`src/rtl/cwb_pkg.sv`:
```
package cwb_pkg;

    typedef enum logic [2:0] {
        OP_READ    = 3'd0,
        OP_WRITE   = 3'd1,
        OP_FLUSH   = 3'd2,
        OP_ACQUIRE = 3'd3,
        OP_RELEASE = 3'd4,
        OP_BARRIER = 3'd5
    } cwb_op_e;

    typedef enum logic [2:0] {
        ST_IDLE,
        ST_EVICT,
        ST_FILL,
        ST_WALK,
        ST_DONE
    } cwb_state_e;

    typedef enum logic [2:0] {
        LC_INVALID,
        LC_CLEAN,
        LC_DIRTY,
        LC_CLEAN_DIRTY,
        LC_INVALID_DIRTY
    } line_class_e;

    // Line class from which kinds of words are present in it
    function automatic line_class_e classify(input logic has_inv,
                                             input logic has_cln,
                                             input logic has_drt);
        line_class_e c;
        if (!has_drt)      c = has_cln ? LC_CLEAN : LC_INVALID;
        else if (has_cln)  c = LC_CLEAN_DIRTY;
        else if (has_inv)  c = LC_INVALID_DIRTY;
        else               c = LC_DIRTY;
        return c;
    endfunction

endpackage

```
`src/rtl/cwb_step_ctr.sv`:
```
module cwb_step_ctr #(
    parameter int CW = 4
) (
    input  logic          clk,
    input  logic          rst_n,
    input  logic          clr,
    input  logic          inc,
    input  logic [CW-1:0] lim,
    output logic [CW-1:0] cnt,
    output logic          last
);
    logic [CW-1:0] cnt_d, cnt_q;

    assign last = (cnt_q == lim);
    assign cnt  = cnt_q;

    always_comb begin
        cnt_d = cnt_q;
        if (clr)       cnt_d = '0;
        else if (inc)  cnt_d = last ? '0 : cnt_q + 1'b1;
    end

    always_ff @(posedge clk or negedge rst_n) begin
        if (!rst_n) cnt_q <= '0;
        else        cnt_q <= cnt_d;
    end

    // Beat index stays inside the active sequence
    assert_ctr_in_range_R5: assert property (@(posedge clk) disable iff (!rst_n)
        inc && !clr |=> cnt_q <= $past(lim));

endmodule

```
`src/rtl/cwb_line_store.sv`:
```
module cwb_line_store #(
    parameter int LINES = 4,
    parameter int WORDS = 4,
    parameter int DW    = 32,
    parameter int TW    = 6
) (
    input  logic                  clk,
    input  logic                  rst_n,
    input  logic [$clog2(LINES)-1:0] rd_idx,
    output logic [TW-1:0]         rd_tag,
    output logic [WORDS-1:0]      rd_valid,
    output logic [WORDS-1:0]      rd_dirty,
    output logic [WORDS*DW-1:0]   rd_data,
    input  logic                  upd_en,
    input  logic [$clog2(LINES)-1:0] upd_idx,
    input  logic [TW-1:0]         upd_tag,
    input  logic [WORDS-1:0]      upd_valid,
    input  logic [WORDS-1:0]      upd_dirty,
    input  logic [WORDS-1:0]      dat_we,
    input  logic [DW-1:0]         dat_wdata,
    input  logic                  acq_all
);
    import cwb_pkg::*;

    localparam int IW = $clog2(LINES);

    typedef struct packed {
        logic [TW-1:0]    tag;
        logic [WORDS-1:0] val;
        logic [WORDS-1:0] dirty;
    } meta_t;

    meta_t         meta_d [LINES];
    meta_t         meta_q [LINES];
    logic [DW-1:0] data_q [LINES][WORDS];

    assign rd_tag   = meta_q[rd_idx].tag;
    assign rd_valid = meta_q[rd_idx].val;
    assign rd_dirty = meta_q[rd_idx].dirty;

    for (genvar w = 0; w < WORDS; w++) begin : g_rd
        assign rd_data[w*DW +: DW] = data_q[rd_idx][w];
    end

    for (genvar g = 0; g < LINES; g++) begin : g_line
        logic        sel;
        line_class_e cls;

        assign sel = upd_en && (upd_idx == IW'(g));
        assign cls = classify(|(~meta_q[g].val),
                              |(meta_q[g].val & ~meta_q[g].dirty),
                              |meta_q[g].dirty);

        always_comb begin
            meta_d[g] = meta_q[g];
            if (sel) begin
                meta_d[g].tag   = upd_tag;
                meta_d[g].val   = upd_valid;
                meta_d[g].dirty = upd_dirty;
            end else if (acq_all) begin
                meta_d[g].val = meta_q[g].dirty;
            end
        end

        always_ff @(posedge clk or negedge rst_n) begin
            if (!rst_n) meta_q[g] <= '0;
            else        meta_q[g] <= meta_d[g];
        end

        for (genvar w = 0; w < WORDS; w++) begin : g_word
            always_ff @(posedge clk) begin
                if (sel && dat_we[w]) data_q[g][w] <= dat_wdata;
            end
        end

        // A modified word is always resident
        assert_dirty_has_valid_R2: assert property (@(posedge clk) disable iff (!rst_n)
            (meta_q[g].dirty & ~meta_q[g].val) == '0);

        // After acquire no line holds clean words
        assert_acquire_drops_clean_R6: assert property (@(posedge clk) disable iff (!rst_n)
            acq_all && !sel |=> (cls != LC_CLEAN) && (cls != LC_CLEAN_DIRTY));

        // Acquire leaves modified words untouched
        assert_acquire_keeps_dirty_R6: assert property (@(posedge clk) disable iff (!rst_n)
            acq_all && !sel |=> meta_q[g].dirty == $past(meta_q[g].dirty));
    end

endmodule

```
`src/rtl/cwb_cache_ctrl.sv`:
```
module cwb_cache_ctrl #(
    parameter int AW         = 10,
    parameter int DW         = 32,
    parameter int LINE_WORDS = 4,
    parameter int LINES      = 4
) (
    input  logic          clk,
    input  logic          rst_n,
    input  logic          req_valid,
    output logic          req_ready,
    input  logic [2:0]    req_op,
    input  logic [AW-1:0] req_addr,
    input  logic [DW-1:0] req_wdata,
    output logic          rsp_valid,
    output logic [DW-1:0] rsp_rdata,
    output logic          mem_rd_en,
    output logic [AW-1:0] mem_rd_addr,
    input  logic [DW-1:0] mem_rd_data,
    output logic          mem_wr_en,
    output logic [AW-1:0] mem_wr_addr,
    output logic [DW-1:0] mem_wr_data
);
    import cwb_pkg::*;

    localparam int OW = $clog2(LINE_WORDS);
    localparam int IW = $clog2(LINES);
    localparam int TW = AW - IW - OW;
    localparam int NW = LINES * LINE_WORDS;
    localparam int CW = $clog2(NW);

    typedef struct packed {
        cwb_state_e    state;
        cwb_op_e       op;
        logic [AW-1:0] addr;
        logic [DW-1:0] wdata;
        logic          rsp_valid;
        logic [DW-1:0] rsp_data;
    } ctrl_t;

    ctrl_t ctrl_d, ctrl_q;

    // Storage interface
    logic [IW-1:0]            rd_idx;
    logic [TW-1:0]            rd_tag;
    logic [LINE_WORDS-1:0]    rd_valid, rd_dirty;
    logic [LINE_WORDS*DW-1:0] rd_data;
    logic [DW-1:0]            rd_word [LINE_WORDS];
    logic                     upd_en;
    logic [TW-1:0]            upd_tag;
    logic [LINE_WORDS-1:0]    upd_valid, upd_dirty, dat_we;
    logic [DW-1:0]            dat_wdata;
    logic                     acq_all;

    // Beat counter
    logic          ctr_clr, ctr_inc, ctr_last;
    logic [CW-1:0] ctr_lim, cnt;

    // Address fields
    logic [AW-1:0]         cur_addr;
    logic [TW-1:0]         cur_tag;
    logic [IW-1:0]         cur_idx;
    logic [OW-1:0]         cur_off;
    logic [OW-1:0]         beat_w;
    logic [IW-1:0]         walk_line;
    logic [LINE_WORDS-1:0] off_mask, beat_mask;
    logic                  tag_hit, any_dirty;
    cwb_op_e               in_op;

    cwb_line_store #(
        .LINES (LINES),
        .WORDS (LINE_WORDS),
        .DW    (DW),
        .TW    (TW)
    ) u_store (
        .clk       (clk),
        .rst_n     (rst_n),
        .rd_idx    (rd_idx),
        .rd_tag    (rd_tag),
        .rd_valid  (rd_valid),
        .rd_dirty  (rd_dirty),
        .rd_data   (rd_data),
        .upd_en    (upd_en),
        .upd_idx   (rd_idx),
        .upd_tag   (upd_tag),
        .upd_valid (upd_valid),
        .upd_dirty (upd_dirty),
        .dat_we    (dat_we),
        .dat_wdata (dat_wdata),
        .acq_all   (acq_all)
    );

    cwb_step_ctr #(.CW(CW)) u_ctr (
        .clk   (clk),
        .rst_n (rst_n),
        .clr   (ctr_clr),
        .inc   (ctr_inc),
        .lim   (ctr_lim),
        .cnt   (cnt),
        .last  (ctr_last)
    );

    for (genvar w = 0; w < LINE_WORDS; w++) begin : g_word
        assign rd_word[w] = rd_data[w*DW +: DW];
    end

    assign in_op     = cwb_op_e'(req_op);
    assign cur_addr  = (ctrl_q.state == ST_IDLE) ? req_addr : ctrl_q.addr;
    assign cur_tag   = cur_addr[AW-1:IW+OW];
    assign cur_idx   = cur_addr[IW+OW-1:OW];
    assign cur_off   = cur_addr[OW-1:0];
    assign beat_w    = cnt[OW-1:0];
    assign walk_line = cnt[CW-1:OW];
    assign rd_idx    = (ctrl_q.state == ST_WALK) ? walk_line : cur_idx;
    assign off_mask  = LINE_WORDS'(1) << cur_off;
    assign beat_mask = LINE_WORDS'(1) << beat_w;
    assign tag_hit   = (rd_tag == cur_tag);
    assign any_dirty = |rd_dirty;
    assign ctr_lim   = (ctrl_q.state == ST_WALK) ? CW'(NW - 1) : CW'(LINE_WORDS - 1);

    assign req_ready = (ctrl_q.state == ST_IDLE);
    assign rsp_valid = ctrl_q.rsp_valid;
    assign rsp_rdata = ctrl_q.rsp_data;

    always_comb begin
        ctrl_d           = ctrl_q;
        ctrl_d.rsp_valid = 1'b0;
        upd_en           = 1'b0;
        upd_tag          = rd_tag;
        upd_valid        = rd_valid;
        upd_dirty        = rd_dirty;
        dat_we           = '0;
        dat_wdata        = ctrl_q.wdata;
        acq_all          = 1'b0;
        ctr_clr          = 1'b0;
        ctr_inc          = 1'b0;
        mem_rd_en        = 1'b0;
        mem_rd_addr      = '0;
        mem_wr_en        = 1'b0;
        mem_wr_addr      = '0;
        mem_wr_data      = '0;

        unique case (ctrl_q.state)
            ST_IDLE: begin
                if (req_valid) begin
                    ctrl_d.op    = in_op;
                    ctrl_d.addr  = req_addr;
                    ctrl_d.wdata = req_wdata;
                    ctr_clr      = 1'b1;
                    case (in_op)
                        OP_READ: begin
                            if (tag_hit && rd_valid[cur_off]) begin
                                ctrl_d.rsp_valid = 1'b1;
                                ctrl_d.rsp_data  = rd_word[cur_off];
                            end else if (tag_hit) begin
                                ctrl_d.state = ST_FILL;
                            end else if (any_dirty) begin
                                ctrl_d.state = ST_EVICT;
                            end else begin
                                upd_en       = 1'b1;
                                upd_tag      = cur_tag;
                                upd_valid    = '0;
                                upd_dirty    = '0;
                                ctrl_d.state = ST_FILL;
                            end
                        end
                        OP_WRITE: begin
                            if (tag_hit || !any_dirty) begin
                                upd_en    = 1'b1;
                                upd_tag   = cur_tag;
                                upd_valid = (tag_hit ? rd_valid : '0) | off_mask;
                                upd_dirty = (tag_hit ? rd_dirty : '0) | off_mask;
                                dat_we    = off_mask;
                                dat_wdata = req_wdata;
                            end else begin
                                ctrl_d.state = ST_EVICT;
                            end
                        end
                        OP_FLUSH, OP_RELEASE, OP_BARRIER: ctrl_d.state = ST_WALK;
                        OP_ACQUIRE: acq_all = 1'b1;
                        default: ;
                    endcase
                end
            end

            ST_EVICT: begin
                if (rd_dirty[beat_w]) begin
                    mem_wr_en   = 1'b1;
                    mem_wr_addr = {rd_tag, cur_idx, beat_w};
                    mem_wr_data = rd_word[beat_w];
                end
                ctr_inc = 1'b1;
                if (ctr_last) begin
                    upd_en       = 1'b1;
                    upd_tag      = cur_tag;
                    upd_valid    = '0;
                    upd_dirty    = '0;
                    ctr_clr      = 1'b1;
                    ctrl_d.state = (ctrl_q.op == OP_READ) ? ST_FILL : ST_DONE;
                end
            end

            ST_FILL: begin
                if (!rd_dirty[beat_w]) begin
                    mem_rd_en   = 1'b1;
                    mem_rd_addr = {cur_tag, cur_idx, beat_w};
                    upd_en      = 1'b1;
                    upd_tag     = cur_tag;
                    upd_valid   = rd_valid | beat_mask;
                    dat_we      = beat_mask;
                    dat_wdata   = mem_rd_data;
                end
                ctr_inc = 1'b1;
                if (ctr_last) ctrl_d.state = ST_DONE;
            end

            ST_DONE: begin
                if (ctrl_q.op == OP_READ) begin
                    ctrl_d.rsp_valid = 1'b1;
                    ctrl_d.rsp_data  = rd_word[cur_off];
                end else begin
                    upd_en    = 1'b1;
                    upd_tag   = cur_tag;
                    upd_valid = rd_valid | off_mask;
                    upd_dirty = rd_dirty | off_mask;
                    dat_we    = off_mask;
                end
                ctrl_d.state = ST_IDLE;
            end

            ST_WALK: begin
                if (rd_dirty[beat_w]) begin
                    mem_wr_en   = 1'b1;
                    mem_wr_addr = {rd_tag, walk_line, beat_w};
                    mem_wr_data = rd_word[beat_w];
                end
                upd_en = 1'b1;
                case (ctrl_q.op)
                    OP_FLUSH: begin
                        upd_valid = rd_valid & ~beat_mask;
                        upd_dirty = rd_dirty & ~beat_mask;
                    end
                    OP_BARRIER: begin
                        upd_valid = (rd_valid & ~beat_mask) | (rd_dirty & beat_mask);
                        upd_dirty = rd_dirty & ~beat_mask;
                    end
                    default: upd_dirty = rd_dirty & ~beat_mask;
                endcase
                ctr_inc = 1'b1;
                if (ctr_last) ctrl_d.state = ST_IDLE;
            end

            default: ctrl_d.state = ST_IDLE;
        endcase
    end

    always_ff @(posedge clk or negedge rst_n) begin
        if (!rst_n) begin
            ctrl_q       <= '0;
            ctrl_q.state <= ST_IDLE;
        end else begin
            ctrl_q <= ctrl_d;
        end
    end

    // Memory read and write beats never coincide
    assert_no_mem_overlap_R11: assert property (@(posedge clk) disable iff (!rst_n)
        !(mem_rd_en && mem_wr_en));

    // No request is accepted while beats are in flight
    assert_busy_not_ready_R10: assert property (@(posedge clk) disable iff (!rst_n)
        (mem_rd_en || mem_wr_en) |-> !req_ready);

    // Fill beats stay inside the requested line
    assert_fill_in_line_R4: assert property (@(posedge clk) disable iff (!rst_n)
        mem_rd_en |-> mem_rd_addr[AW-1:OW] == ctrl_q.addr[AW-1:OW]);

    // A write beat is followed by more beats or a return to idle, never a response
    assert_wr_no_rsp_R5: assert property (@(posedge clk) disable iff (!rst_n)
        mem_wr_en && ctrl_q.op != OP_READ |=> !rsp_valid);

endmodule

```
`config.mk`:
```
export PLATFORM = sky130hd
export DESIGN_NAME = cwb_cache_ctrl
export DESIGN_NICKNAME = d
export VERILOG_FILES = /design/src/rtl/cwb_pkg.sv /design/src/rtl/cwb_step_ctr.sv /design/src/rtl/cwb_line_store.sv /design/src/rtl/cwb_cache_ctrl.sv
export SDC_FILE = /design/constraint.sdc
export NUM_CORES = 1
export LEC_CHECK = 0
export CORE_ASPECT_RATIO = 1.75
export CORE_MARGIN = 5
export CORE_UTILIZATION = 29
export DETAILED_ROUTE_END_ITERATION = 6
export PLACE_DENSITY = 0.5
export REMOVE_ABC_BUFFERS = 1
export SLEW_MARGIN = 20
export SYNTH_ARGS = -nofsm -noshare
export SYNTH_HDL_FRONTEND = slang
export SYNTH_SLANG_ARGS = --single-unit
```
`constraint.sdc`:
```
create_clock -name clk -period 5.65 [get_ports clk]
set_input_delay 0.565 -clock clk [delete_from_list [all_inputs] [get_ports clk]]
set_output_delay 0.565 -clock clk [all_outputs]
set_load 0.005 [all_outputs]
```
==> flow_summary.ini <==
[power]
p_leak_nw = 13.8
p_total_mw = 22.3
ir_drop_v = 0.000706
power_density_nw_per_um2 = 611

[cts]
cts-root-buf = clkbuf_16
cts_buffer_depth = 3
numClockSinks = 653
insertion_delay_ns = 0.65
cts_htree_levels = 3
ctsHoldBuffers = 0
cts_tree = built
post-cts-setup-buffers = 0
path_clk_slew_ns = 0.06
cts_resized = 0
cts_buffers = 66

[synthesis]
synth_edf_count = 512
yosys_warnings = 0
yosysTopAreaCellShare_pct = 51.2
yosysSeqAreaShare_pct = 63.0
synthFlopType = edfxtp_1
synth.avg_cell_area_um2 = 11.8
synth_cells = 2541
yosysUniqueCellTypes = 80
yosys-top-cells-area = edfxtp_1 (51%), dfrtp_1 (12%), nand2_1 (8.6%)
synth_seq_cells = 653
syn_area_um2 = 30000
synth_top_area_cell = edfxtp_1
synthArstFlopShare_pct = 21.6

[timing]
setup_viol = 0
min_period_ns = 5.33
slew_headroom_pct = 32.0
rsz0062_at_grt = false
slew_viol_final = 0
setup_tns_ns = 0
whs_ns = 0.000450
fin_crit_sh_pct = 94.3
final-hold-violation-count = 0
clock.fmax_mhz = 188
worst_pin_slew_ns = 1.02
fin_skew_ns = 0.0385

[layout]
stdcell_area_um2 = 36500
fin_nets = 2808
fillers = 10100
syn_to_final_growth_pct = 21.7
layout_common_cells = nand2_1 (684), edfxtp_1 (512), clkdlybuf4s50_1 (166)
final_common_cell = nand2_1
drive_gt1_share_pct = 13.2
layoutNonFillerInstCount = 4117

[worst_setup_path]
crit_path_max_incr_delay_ns = 0.51
arrival_ns = 4.76
critPathKind = reg -> out
slowest_stage = buf_4
path_max_fanout = 82
end_kind = primary output
reg2regPathDepth = 15
critPathTopFamily = buffers and inverters
cp_num_buf_inv = 6
crit_path_frequent_cell = buf_4
critPathLaunchType = flop
required_ns = 5.09
crit_cells = 14
crit_chain = buf_4, nand2b_1, a21oi_1, buf_4, nor3_4, buf_4, buf_12, buf_4, nand2_1, and3_1, a31oi_1, mux4_2, and2_1, clkdlybuf4s50_1

[detailed_routing]
wl_per_cell_um = 24.1
routed_wirelength_um = 99400
drt_first_pass_iters = 7
ant_nets = 0
vias = 21300
viasPerCell = 5.18
drc = 0
drt-initial-drc-count = 1705

[placement]
dp_cells = 3999
io_buffer_count = 167
hpwlAfterDp_um = 60200
placed_area_um2 = 34300
place_congestion = 0.873

[die]
dieArea_um2 = 110000
rows = 156
die_h_um = 435
io_pins = 168
start_util_pct = 29.1
die_w_um = 253
core_um2 = 103000

[grt]
grt_max_degree = 151
antenna_found_initial = 5
grt_remaining_overflow = 0
grt_pass1_vias = 22100
track_usage_pct = 17.6
grt_first_pass_wirelength_um = 146000

[run]
cap_violations = 0

[status]
status = complete, no violations

[hold_path]
hold_path.class = in -> async
-- sequential cells by signal, summed over array words and instances (netlist names) --
name	count
rsp_valid	1
u_ctr.cnt	4
ctrl_q	48
u_store.data_q	512
rsp_rdata	32
u_store.meta_q	56
-- Yosys cell counts (4+ instances only) --
| library cell | n |
|---|---|
| a2111oi_0 | 5 |
| a221o_1 | 34 |
| a21o_1 | 7 |
| mux4_2 | 34 |
| inv_1 | 46 |
| xnor2_1 | 5 |
| a31oi_1 | 133 |
| mux2_1 | 8 |
| nor2_1 | 45 |
| a21oi_1 | 58 |
| nor4_1 | 5 |
| buf_2 | 8 |
| nor3_1 | 16 |
| buf_1 | 12 |
| mux2_2 | 34 |
| nand2b_1 | 5 |
| dfrtp_1 | 141 |
| nand3_1 | 16 |
| ha_1 | 4 |
| and3_1 | 159 |
| o21ai_0 | 24 |
| clkbuf_1 | 141 |
| nor2b_1 | 43 |
| a221oi_1 | 11 |
| o31ai_1 | 7 |
| edfxtp_1 | 512 |
| o211ai_1 | 6 |
| o22ai_1 | 4 |
| buf_4 | 33 |
| a211oi_1 | 40 |
| and2_1 | 55 |
| mux2i_1 | 119 |
| buf_6 | 10 |
| nand2_1 | 688 |
| nand4_1 | 4 |
-- area by class of cell --
cell class                 instances  area (um2)  area share [%]
timing repair buffer             319        3470            9.49
tap                             1343        1680            4.60
clock inverter                    40         495            1.36
antenna                            1        2.50         0.00685
clock buffer                      77        1700            4.66
inverter                          47         179           0.490
multi-input combinational       1637       10100            27.6
sequential                       653       18900            51.8
-- per-layer routing --
metal  vias up  global-route usage [%]  part of all wire [%]
met5         -                       0                 0.015
met4         2                    7.25                   4.3
met3       223                    2.66                   5.6
met2       781                    30.6                    50
met1     10700                    21.8                    40
li1       9577                       -                     -
-- report_power, final --
part / switching [mW] / internal [mW]
Clock: 1.96 / 2.60
Combinational: 6.72 / 4.19
Sequential: 0.371 / 6.45
-- kinds of logic after synthesis --
group	count (synthesis)	share of synthesized area (%)
xor gates and xnor gates	5	0.146
muxes	196	8.17
buffers and inverters	251	3.84
AOI/OAI and AO/OA	372	8.62
and+or+nand+nor	1060	16.0
DFF	653	63.0
adders and majority gates	4	0.167
-- stage by stage --
stage	worst slack, ns	util [%]
3_5_place_dp	0.521	33.3
5_1_grt	0.0731	35.4
4_1_cts	0.264	35.4
2_1_floorplan	-8.15	-
3_3_place_gp	0.213	33.3
6_report	0.321	35.4
-- path summary, 6_finish.rpt --
kind                              start                     to  slack (ns)
setup / recovery             ctrl_q[78]        mem_wr_data[20]        0.32
hold / removal                    rst_n           rsp_rdata[6]      0.0005
setup reg to reg             ctrl_q[78]  u_store.data_q[2][17]        1.04
hold reg to reg              ctrl_q[37]             ctrl_q[37]        0.48
max in group asynchronous         rst_n             ctrl_q[43]        4.43
min in group clk           req_wdata[4]             ctrl_q[37]        0.47
No activity file was read; power rests on OpenSTA's default activity.
